[config.mk]
export PLATFORM = sky130hd
export DESIGN_NAME = console_io_regs
export DESIGN_NICKNAME = d
export VERILOG_FILES = /design/src/rtl/console_io_pkg.sv /design/src/rtl/console_io_decode.sv /design/src/rtl/console_io_kbd_chan.sv /design/src/rtl/console_io_dsp_chan.sv /design/src/rtl/console_io_regs.sv
export SDC_FILE = /design/constraint.sdc
export NUM_CORES = 1
export LEC_CHECK = 0
export ABC_AREA = 1
export BUFFER_PORTS_ARGS = -buffer_cell sky130_fd_sc_hd__buf_2
export CORE_ASPECT_RATIO = 1.2
export CORE_UTILIZATION = 44
export CTS_CLUSTER_SIZE = 16
export DETAILED_ROUTE_END_ITERATION = 12
export PLACE_DENSITY = 0.85
export SYNTH_ARGS = -nofsm -noshare
export SYNTH_HDL_FRONTEND = slang
export SYNTH_SLANG_ARGS = --single-unit
[constraint.sdc]
create_clock -name clk -period 2.8 [get_ports clk]
set_input_delay 0.28 -clock clk [delete_from_list [all_inputs] [get_ports clk]]
set_output_delay 0.28 -clock clk [all_outputs]
set_load 0.01 [all_outputs]
[src/rtl/console_io_pkg.sv]
package console_io_pkg;

    localparam int unsigned WORD_W = 16;
    localparam int unsigned CHR_W  = 8;

    localparam logic [WORD_W-1:0] KSTAT_ADDR_D = 16'hFE00;
    localparam logic [WORD_W-1:0] KDATA_ADDR_D = 16'hFE02;
    localparam logic [WORD_W-1:0] DSTAT_ADDR_D = 16'hFE04;
    localparam logic [WORD_W-1:0] DDATA_ADDR_D = 16'hFE06;

    typedef enum logic [2:0] {
        SEL_NONE,
        SEL_KSTAT,
        SEL_KDATA,
        SEL_DSTAT,
        SEL_DDATA
    } reg_sel_e;

    typedef struct packed {
        logic rdy;
        logic ie;
    } chan_stat_t;

    typedef struct packed {
        logic rd_kdata;
        logic wr_kstat;
        logic wr_dstat;
        logic wr_ddata;
    } bus_act_t;

    function automatic logic chan_req(chan_stat_t s);
        return s.rdy & s.ie;
    endfunction

endpackage

[src/rtl/console_io_decode.sv]
module console_io_decode
    import console_io_pkg::*;
#(
    parameter int unsigned ADDR_W = 16,
    parameter logic [ADDR_W-1:0] KSTAT_ADDR = KSTAT_ADDR_D[ADDR_W-1:0],
    parameter logic [ADDR_W-1:0] KDATA_ADDR = KDATA_ADDR_D[ADDR_W-1:0],
    parameter logic [ADDR_W-1:0] DSTAT_ADDR = DSTAT_ADDR_D[ADDR_W-1:0],
    parameter logic [ADDR_W-1:0] DDATA_ADDR = DDATA_ADDR_D[ADDR_W-1:0]
) (
    input  logic [ADDR_W-1:0] addr,
    input  logic              rd,
    input  logic              wr,
    output reg_sel_e          sel,
    output bus_act_t          act
);

    always_comb begin
        if (addr == KSTAT_ADDR)      sel = SEL_KSTAT;
        else if (addr == KDATA_ADDR) sel = SEL_KDATA;
        else if (addr == DSTAT_ADDR) sel = SEL_DSTAT;
        else if (addr == DDATA_ADDR) sel = SEL_DDATA;
        else                         sel = SEL_NONE;
    end

    always_comb begin
        act          = '0;
        act.rd_kdata = rd && (sel == SEL_KDATA);
        act.wr_kstat = wr && (sel == SEL_KSTAT);
        act.wr_dstat = wr && (sel == SEL_DSTAT);
        act.wr_ddata = wr && (sel == SEL_DDATA);
    end

endmodule

[src/rtl/console_io_kbd_chan.sv]
module console_io_kbd_chan
    import console_io_pkg::*;
#(
    parameter int unsigned CHAR_W = 8
) (
    input  logic              clk,
    input  logic              rst,
    input  logic              in_valid,
    input  logic [CHAR_W-1:0] in_char,
    input  logic              data_rd,
    input  logic              stat_wr,
    input  logic              stat_ie,
    output chan_stat_t        stat,
    output logic [CHAR_W-1:0] held_char
);

    logic take;
    assign take = in_valid && !stat.rdy;

    always_ff @(posedge clk) begin
        if (rst) begin
            stat      <= '0;
            held_char <= '0;
        end else begin
            if (stat_wr)
                stat.ie <= stat_ie;
            if (take) begin
                stat.rdy  <= 1'b1;
                held_char <= in_char;
            end else if (data_rd) begin
                stat.rdy <= 1'b0;
            end
        end
    end


    kbd_capture_chk: assert property (@(posedge clk) disable iff (rst)
        (in_valid && !stat.rdy) |=> (stat.rdy && held_char == $past(in_char)));


    kbd_drop_chk: assert property (@(posedge clk) disable iff (rst)
        stat.rdy |=> $stable(held_char));


    kbd_clear_chk: assert property (@(posedge clk) disable iff (rst)
        (stat.rdy && data_rd) |=> !stat.rdy);

endmodule

[src/rtl/console_io_dsp_chan.sv]
module console_io_dsp_chan
    import console_io_pkg::*;
#(
    parameter int unsigned CHAR_W = 8
) (
    input  logic              clk,
    input  logic              rst,
    input  logic              data_wr,
    input  logic [CHAR_W-1:0] wr_char,
    input  logic              done,
    input  logic              stat_wr,
    input  logic              stat_ie,
    output chan_stat_t        stat,
    output logic              out_valid,
    output logic [CHAR_W-1:0] out_char
);

    logic accept;
    assign accept = data_wr && stat.rdy;

    always_ff @(posedge clk) begin
        if (rst) begin
            stat.rdy  <= 1'b1;
            stat.ie   <= 1'b0;
            out_valid <= 1'b0;
            out_char  <= '0;
        end else begin
            out_valid <= 1'b0;
            if (stat_wr)
                stat.ie <= stat_ie;
            if (accept) begin
                stat.rdy  <= 1'b0;
                out_valid <= 1'b1;
                out_char  <= wr_char;
            end else if (!stat.rdy && done) begin
                stat.rdy <= 1'b1;
            end
        end
    end


    dsp_take_chk: assert property (@(posedge clk) disable iff (rst)
        (stat.rdy && data_wr) |=> (out_valid && !stat.rdy && out_char == $past(wr_char)));


    dsp_ignore_chk: assert property (@(posedge clk) disable iff (rst)
        (!stat.rdy && data_wr) |=> (!out_valid && $stable(out_char)));


    dsp_done_chk: assert property (@(posedge clk) disable iff (rst)
        (!stat.rdy && done) |=> stat.rdy);


    dsp_pulse_chk: assert property (@(posedge clk) disable iff (rst)
        out_valid |=> !out_valid);

endmodule

[src/rtl/console_io_regs.sv]
module console_io_regs
    import console_io_pkg::*;
#(
    parameter int unsigned ADDR_W = WORD_W,
    parameter int unsigned DATA_W = WORD_W,
    parameter int unsigned CHAR_W = CHR_W
) (
    input  logic              clk,
    input  logic              rst,
    input  logic [ADDR_W-1:0] bus_addr,
    input  logic              bus_rd,
    input  logic              bus_wr,
    input  logic [DATA_W-1:0] bus_wdata,
    input  logic [DATA_W-1:0] mem_rdata,
    output logic [DATA_W-1:0] bus_rdata,
    input  logic              kbd_valid,
    input  logic [CHAR_W-1:0] kbd_char,
    output logic              dsp_valid,
    output logic [CHAR_W-1:0] dsp_char,
    input  logic              dsp_done,
    output logic              kbd_irq,
    output logic              dsp_irq
);

    localparam int unsigned RDY_BIT = DATA_W - 1;
    localparam int unsigned IE_BIT  = DATA_W - 2;
    localparam int unsigned PAD_W   = DATA_W - CHAR_W;

    reg_sel_e          sel;
    bus_act_t          act;
    chan_stat_t        kbd_stat;
    chan_stat_t        dsp_stat;
    logic [CHAR_W-1:0] kbd_held;

    console_io_decode #(.ADDR_W(ADDR_W)) dec_i (
        .addr (bus_addr),
        .rd   (bus_rd),
        .wr   (bus_wr),
        .sel  (sel),
        .act  (act)
    );

    console_io_kbd_chan #(.CHAR_W(CHAR_W)) kbd_i (
        .clk       (clk),
        .rst       (rst),
        .in_valid  (kbd_valid),
        .in_char   (kbd_char),
        .data_rd   (act.rd_kdata),
        .stat_wr   (act.wr_kstat),
        .stat_ie   (bus_wdata[IE_BIT]),
        .stat      (kbd_stat),
        .held_char (kbd_held)
    );

    console_io_dsp_chan #(.CHAR_W(CHAR_W)) dsp_i (
        .clk       (clk),
        .rst       (rst),
        .data_wr   (act.wr_ddata),
        .wr_char   (bus_wdata[CHAR_W-1:0]),
        .done      (dsp_done),
        .stat_wr   (act.wr_dstat),
        .stat_ie   (bus_wdata[IE_BIT]),
        .stat      (dsp_stat),
        .out_valid (dsp_valid),
        .out_char  (dsp_char)
    );

    assign kbd_irq = chan_req(kbd_stat);
    assign dsp_irq = chan_req(dsp_stat);

    always_comb begin
        bus_rdata = '0;
        case (sel)
            SEL_KSTAT: begin
                bus_rdata[RDY_BIT] = kbd_stat.rdy;
                bus_rdata[IE_BIT]  = kbd_stat.ie;
            end
            SEL_KDATA: bus_rdata = {{PAD_W{1'b0}}, kbd_held};
            SEL_DSTAT: begin
                bus_rdata[RDY_BIT] = dsp_stat.rdy;
                bus_rdata[IE_BIT]  = dsp_stat.ie;
            end
            SEL_DDATA: bus_rdata = '0;
            default:   bus_rdata = mem_rdata;
        endcase
    end


    kbd_irq_chk: assert property (@(posedge clk) disable iff (rst)
        (sel == SEL_KSTAT) |-> (kbd_irq == (bus_rdata[RDY_BIT] && bus_rdata[IE_BIT])));


    dsp_irq_chk: assert property (@(posedge clk) disable iff (rst)
        (sel == SEL_DSTAT) |-> (dsp_irq == (bus_rdata[RDY_BIT] && bus_rdata[IE_BIT])));


    kstat_clr_chk: assert property (@(posedge clk) disable iff (rst)
        (bus_wr && sel == SEL_KSTAT && bus_wdata == '0) |=> !kbd_irq);


    dstat_clr_chk: assert property (@(posedge clk) disable iff (rst)
        (bus_wr && sel == SEL_DSTAT && bus_wdata == '0) |=> !dsp_irq);

endmodule

======== Word level (Yosys, flattened, before mapping) ========
Index checks and enable logic that the tools add are counted.
storage, ports and cells
  register bits after elaboration ......... 21
  output and inout bits ................... 27
cells by class
  equal/unequal tests ..................... 8
  mux-type cells .......................... 11
  bitwise gates (word level) .............. 2
  reduce and logical (&&, ||, !) cells .... 13
operators by type and width
  kind                                                 count
  equality test 16 bit, second input constant          4
  case mux 14 bit (2 select lines)                     1
  2-to-1 mux 3 bit                                     4
  logical AND 1 bit                                    7
  equality test 3 x 2 -> 1 bit, second input constant  2
  case mux 2 bit (3 select lines)                      1
  2-to-1 mux 1 bit                                     5
  nonzero test 2 bit                                   2
  equality test 3 x 1 -> 1 bit, second input constant  1
  equality test 3 bit, second input constant           1
  OR reduction 3 bit                                   1
  AND 1 bit                                            2
  zero test 1 bit                                      2
  OR reduction 2 bit                                   1

======== Depth between registers and ports, before layout ========
  word-level depth ........................ 9
  mapped depth ............................ 10
  depth with buffers taken out ............ 10

======== By module ========
A second synthesis with hierarchy kept.
unflattened totals
  cell total of the unflattened synthesis .. 223
  area total of the unflattened synthesis .. 1305.0 um^2
modules (own cells, without submodules)
  module               times used  cells an instance  area an instance (um^2)
  console_io_dsp_chan  1           62                 427.9
  console_io_kbd_chan  1           62                 424.2
  console_io_regs      1           58                 260.2
  console_io_decode    1           41                 192.7

======== Worst setup path before layout ========
Ideal clock, no wire load.
  path kind ............................... input-to-output
  start point ............................. in bus_addr[8]
  end point ............................... out bus_rdata[14]
  data arrival time ....................... 1.073 ns
  path slack .............................. 1.447 ns
  stages on the path ...................... 9
  path buffers ............................ 0
  path through ............................ inv_2 > nand2_4 > nor2_8 > nand3_4 > nor2_8 > inv_6 > nand2_1 > nand2_1 > inv_1
on the way
  word-level cells in the longest chain between the ends .. 8
  elaborated cells on any way between the ends .. 14
  those cells by class .................... eq/ne: 8; mux: 5; reduce/logical: 1
ends and longest elaborated chain
  item                                                                        RTL line                 source
  start: declaration                                                          console_io_regs.sv:10    input logic [ADDR_W-1:0] bus_addr,
  equality test 16 bit                                                        console_io_decode.sv:21  else if (addr == DDATA_ADDR) sel = SEL_DDATA;
  2-to-1 mux 3 bit                                                            console_io_decode.sv:21
  2-to-1 mux 3 bit                                                            console_io_decode.sv:20  else if (addr == DSTAT_ADDR) sel = SEL_DSTAT;
  2-to-1 mux 3 bit                                                            console_io_decode.sv:19  else if (addr == KDATA_ADDR) sel = SEL_KDATA;
  2-to-1 mux 3 bit (*)                                                        console_io_decode.sv:18  if (addr == KSTAT_ADDR) sel = SEL_KSTAT;
  equality test 3 bit / equality test 3 x 2 -> 1 bit (equally long branches)  console_io_regs.sv:73    case (sel)
  OR reduction 2 bit (no source line)                                         --
  case mux 2 bit (3 select lines) (*)                                         console_io_regs.sv:73
  end: declaration                                                            console_io_regs.sv:15    output logic [DATA_W-1:0] bus_rdata,
Mark *: on every way between the ends. The rest lies on a longest branch, timed or not.

======== Worst setup path after layout ========
  start point ............................. in bus_addr[14]
  end point ............................... out bus_rdata[1]
on the way
  word-level cells in the longest chain between the ends .. 8
  elaborated cells on any way between the ends .. 14
  those cells by class .................... eq/ne: 8; mux: 5; reduce/logical: 1
ends and longest elaborated chain
  item                                         RTL line
  equality test 16 bit                         console_io_decode.sv:21
  2-to-1 mux 3 bit                             console_io_decode.sv:21
  2-to-1 mux 3 bit                             console_io_decode.sv:20
  2-to-1 mux 3 bit                             console_io_decode.sv:19
  2-to-1 mux 3 bit (*)                         console_io_decode.sv:18
  equality test 3 bit (tied with other cells)  console_io_regs.sv:73
  OR reduction 3 bit (no source line)          --
  case mux 14 bit (2 select lines) (*)         console_io_regs.sv:73
Marks and branches as above.

==> metrics.log <==
[metrics] result of the run: finished, final reports clean
[metrics] drt via density: 4.65
[metrics] CTS Root Buffer Type: sky130_fd_sc_hd__clkbuf_4
[metrics] post-synth net total: 252
[metrics] antenna violations before repair: 0
[metrics] worst slew margin relative to its limit: 56.7%
[metrics] Post-route DRC: 0
[metrics] synthesized instance count: 190
[metrics] smallest hold slack: 0.186 ns
[metrics] final worst clock skew: 0.00345 ns
[metrics] total congestion overflow after global routing: 0
[metrics] clock transition time at the flip-flop clock pins of the worst setup and hold paths: 0.11 ns
[metrics] total number of vias: 1424
[metrics] number of storage elements in the synthesis netlist: 21
[metrics] total routing resource utilization after global routing: 20.5%
[metrics] initial cell density of the core: 48.1%
[metrics] largest family of logic cells by synthesized area: simple AND/OR/NAND/NOR gates
[metrics] # placed instances: 302
[metrics] classification of the worst-slack hold path: primary input to flop
[metrics] sink count of the clock tree: 21
[metrics] number of buffers inserted by hold repair at cts: 0
[metrics] Max Cap Violations: 0
[metrics] final std cells w/o fill: 306
[metrics] maximum fanout along the worst path: 11
[metrics] TritonCTS clock tree: yes
[metrics] post_cts resized: 0
[metrics] maximum number of pins on one net before global-route repair: 19
[metrics] multiplexer share of the synthesized area: 0%
[metrics] height of the die: 60.7 um
[metrics] synthesized-area fraction occupied by and/or/nand/nor cells: 48.5%
[metrics] number of library cell types mapped by synthesis: 23
[metrics] summed instance area of the synthesized netlist: 0.00126 mm2
[metrics] Reg2Reg Launch Point: kbd_i.stat[1]
[metrics] cell chain of the critical path: buf_2 -> nand2_1 -> inv_2 -> nand3_1 -> nor2_1 -> nand3_1 -> nand2_1 -> buf_2
[metrics] Fmax: 0.564 GHz
[metrics] first-pass GRT wire length: 4.84 mm
[metrics] synthesis-to-finish area growth: 36.7%
[metrics] maximum level of the CTS H-tree: 1
[metrics] Final Cycle Share: 63.3%
[metrics] endpoint kind of the worst setup timing path: output pin
[metrics] Crit-path slowest cell: sky130_fd_sc_hd__nor2_1
[metrics] clock buffers created by TritonCTS: 3
[metrics] power per unit of standard cell area: 331 mW/mm2
[metrics] average cell area after synthesis: 6.66 um2
[metrics] Total Neg Setup Slack: 0 ns
[metrics] Setup CP Type: primary input to output pin
[metrics] Crit Reg-Reg Endpoint: kbd_i.held_char[7]
[metrics] Synth Area in Adders: 0%
[metrics] count of nets after finishing: 336
[metrics] drt total wl: 3.05 mm
[metrics] Worst Hold End: kbd_i.stat[0]
[metrics] Worst path max stage delay: 0.50 ns
[metrics] horizontal die dimension: 50.9 um
[metrics] maximum vdd drop: 0.000299 V
[metrics] worst slew pin tran: 0.647 ns
[metrics] P_leak: 0.00102 uW
[metrics] half-perimeter wire length after detailed placement: 2.54 mm
[metrics] number of DRC markers in iteration 0: 35
[metrics] via count of the first global-routing pass: 1248
[metrics] weighted congestion at the end of routability-driven global placement: 0.827
[metrics] worst-case reg-to-reg path depth: 4
[metrics] remaining antenna violation count after routing: 0
[metrics] number of search-and-repair iterations in the first detailed-routing pass: 4
[metrics] antenna cell count: 0
[metrics] fin crit period: 1.77 ns
[metrics] mean routed wirelength per cell: 9.96 um
[metrics] FF-to-FF setup slack: 1.65 ns
[metrics] sequential share of the synthesized area: 33.2%
[metrics] PortBufs: 81
[metrics] setup repair after global routing missed its margin: no
[metrics] startpoint of the tightest hold check path: rst
[metrics] later-pin clock latency in the skew report: 0.29 ns
[metrics] count of buffers added by post-CTS timing repair for setup: 0
[metrics] number of cells on the worst hold path: 2
[metrics] final count of hold timing violations: 0
[metrics] share of the synthesized netlist area taken by xor and xnor gates: 0%
[metrics] io pins: 89
[metrics] number of slew-limit violations in the final report: 0
[metrics] number of core rows: 20
[metrics] layout cell share with drive strength beyond 1: 42.5%
[metrics] arrival time at the worst endpoint: 1.49 ns
[metrics] final setup violation count: 0
[metrics] Total Die Area: 0.00309 mm2
[metrics] worst-case clock buffer depth: 2
[metrics] Yosys warning total: 0
[metrics] element type at the critical path start: primary input
[metrics] compound-gate portion of the synthesized area: 8.70%
[metrics] Data required, critical path: 2.52 ns
[metrics] core footprint: 0.00263 mm2
flip-flops by register name (all words and copies together), names as in the netlist:
register         count
dsp_i.out_char       8
kbd_i.held_char      8
dsp_i.stat           2
kbd_i.stat           2
dsp_i.out_valid      1
placed cells by master (no fill, tap or decap):
cell and instances:
sky130_fd_sc_hd__a21oi_1 2, sky130_fd_sc_hd__buf_2 81, sky130_fd_sc_hd__clkbuf_1 1, sky130_fd_sc_hd__clkbuf_4 3, sky130_fd_sc_hd__dfxtp_1 21, sky130_fd_sc_hd__inv_1 19
sky130_fd_sc_hd__inv_2 7, sky130_fd_sc_hd__inv_4 1, sky130_fd_sc_hd__inv_6 1, sky130_fd_sc_hd__nand2_1 33, sky130_fd_sc_hd__nand2_2 4, sky130_fd_sc_hd__nand2_4 1
sky130_fd_sc_hd__nand3_1 14, sky130_fd_sc_hd__nand3_2 1, sky130_fd_sc_hd__nand3_4 1, sky130_fd_sc_hd__nand4_1 7, sky130_fd_sc_hd__nor2_1 43, sky130_fd_sc_hd__nor2_2 10
sky130_fd_sc_hd__nor2_4 1, sky130_fd_sc_hd__nor2_8 3, sky130_fd_sc_hd__nor3_4 1, sky130_fd_sc_hd__o21ai_0 9, sky130_fd_sc_hd__o21ai_1 8, sky130_fd_sc_hd__o2bb2ai_2 1
per-stage QoR:
stage | cell area, um2 | utilization [%] | setup WS (ns) | total power (uW)
2_1_floorplan | 1260 | - | 1.45 | 379
3_3_place_gp | 1700 | 64.8 | 1.06 | 438
3_5_place_dp | 1700 | 64.8 | 1.02 | 441
4_1_cts | 1730 | 65.8 | 1.03 | 580
5_1_grt | 1730 | 65.8 | 0.868 | 608
6_report | 1730 | 65.8 | 1.03 | 573
cell usage after synthesis:
master,n,share of area (%)
sky130_fd_sc_hd__inv_1,19,5.6
sky130_fd_sc_hd__buf_2,1,0.40
sky130_fd_sc_hd__nand3_1,14,5.5
sky130_fd_sc_hd__o2bb2ai_2,1,1.2
sky130_fd_sc_hd__dfxtp_1,21,33
sky130_fd_sc_hd__nand4_1,7,3.5
sky130_fd_sc_hd__o21ai_1,8,3.2
sky130_fd_sc_hd__nor2_4,1,0.89
sky130_fd_sc_hd__inv_6,1,0.69
sky130_fd_sc_hd__nand2_2,4,2.0
sky130_fd_sc_hd__nor2_2,10,4.9
sky130_fd_sc_hd__buf_1,1,0.30
sky130_fd_sc_hd__nor2_1,43,13
sky130_fd_sc_hd__a21oi_1,2,0.79
sky130_fd_sc_hd__o21ai_0,9,3.6
sky130_fd_sc_hd__nand3_4,1,1.4
sky130_fd_sc_hd__inv_2,7,2.1
sky130_fd_sc_hd__nor3_4,1,1.3
sky130_fd_sc_hd__nand3_2,1,0.79
sky130_fd_sc_hd__nor2_8,3,4.7
sky130_fd_sc_hd__nand2_4,1,0.89
sky130_fd_sc_hd__inv_4,1,0.49
sky130_fd_sc_hd__nand2_1,33,9.8
routing by layer:
layer	track usage [%]	share of wire (%)
met1	21.5	40
met2	40.6	51
met3	3.01	8.5
met4	8.33	1.2
met5	0	0
final cells by class:
cell class	instances	area [um2]
Tap cell	33	41.3
Sequential cell	21	420
Multi-Input combinational cell	139	723
Timing Repair Buffer	81	405
Inverter	28	113
Clock buffer	4	26.3
Fill cell	242	898
critical path, delay by kind of cell:
family | cells | cell delay, ns
buffers and inverters | 3 | 0.27
AND/OR/NAND/NOR | 5 | 0.93
worst max path at each step:
stage,to,start,depth (start not counted),slack [ns]
after floorplan,bus_rdata[14],bus_addr[8],9,1.45
after global placement,bus_rdata[1],bus_addr[14],8,1.06
after detailed placement,bus_rdata[1],bus_addr[14],8,1.02
after CTS,bus_rdata[1],bus_addr[14],8,1.03
after global routing,bus_rdata[1],bus_addr[14],8,0.87
final,bus_rdata[1],bus_addr[14],8,1.03
kinds of logic (layout without fill, tap and decap cells):
logic type / count (synthesis) / after routing
simple gates: 119 / 119
buf+inv: 30 / 113
flops: 21 / 21
compound gates: 20 / 20
power breakdown:
group	total, uW	internal [uW]	switching (uW)
Combinational	118	53.8	64.1
Sequential	316	310	6.49
Clock	139	55.4	83.3
Total	573	419	154
Note: power is estimated with default switching activity, not from simulation.
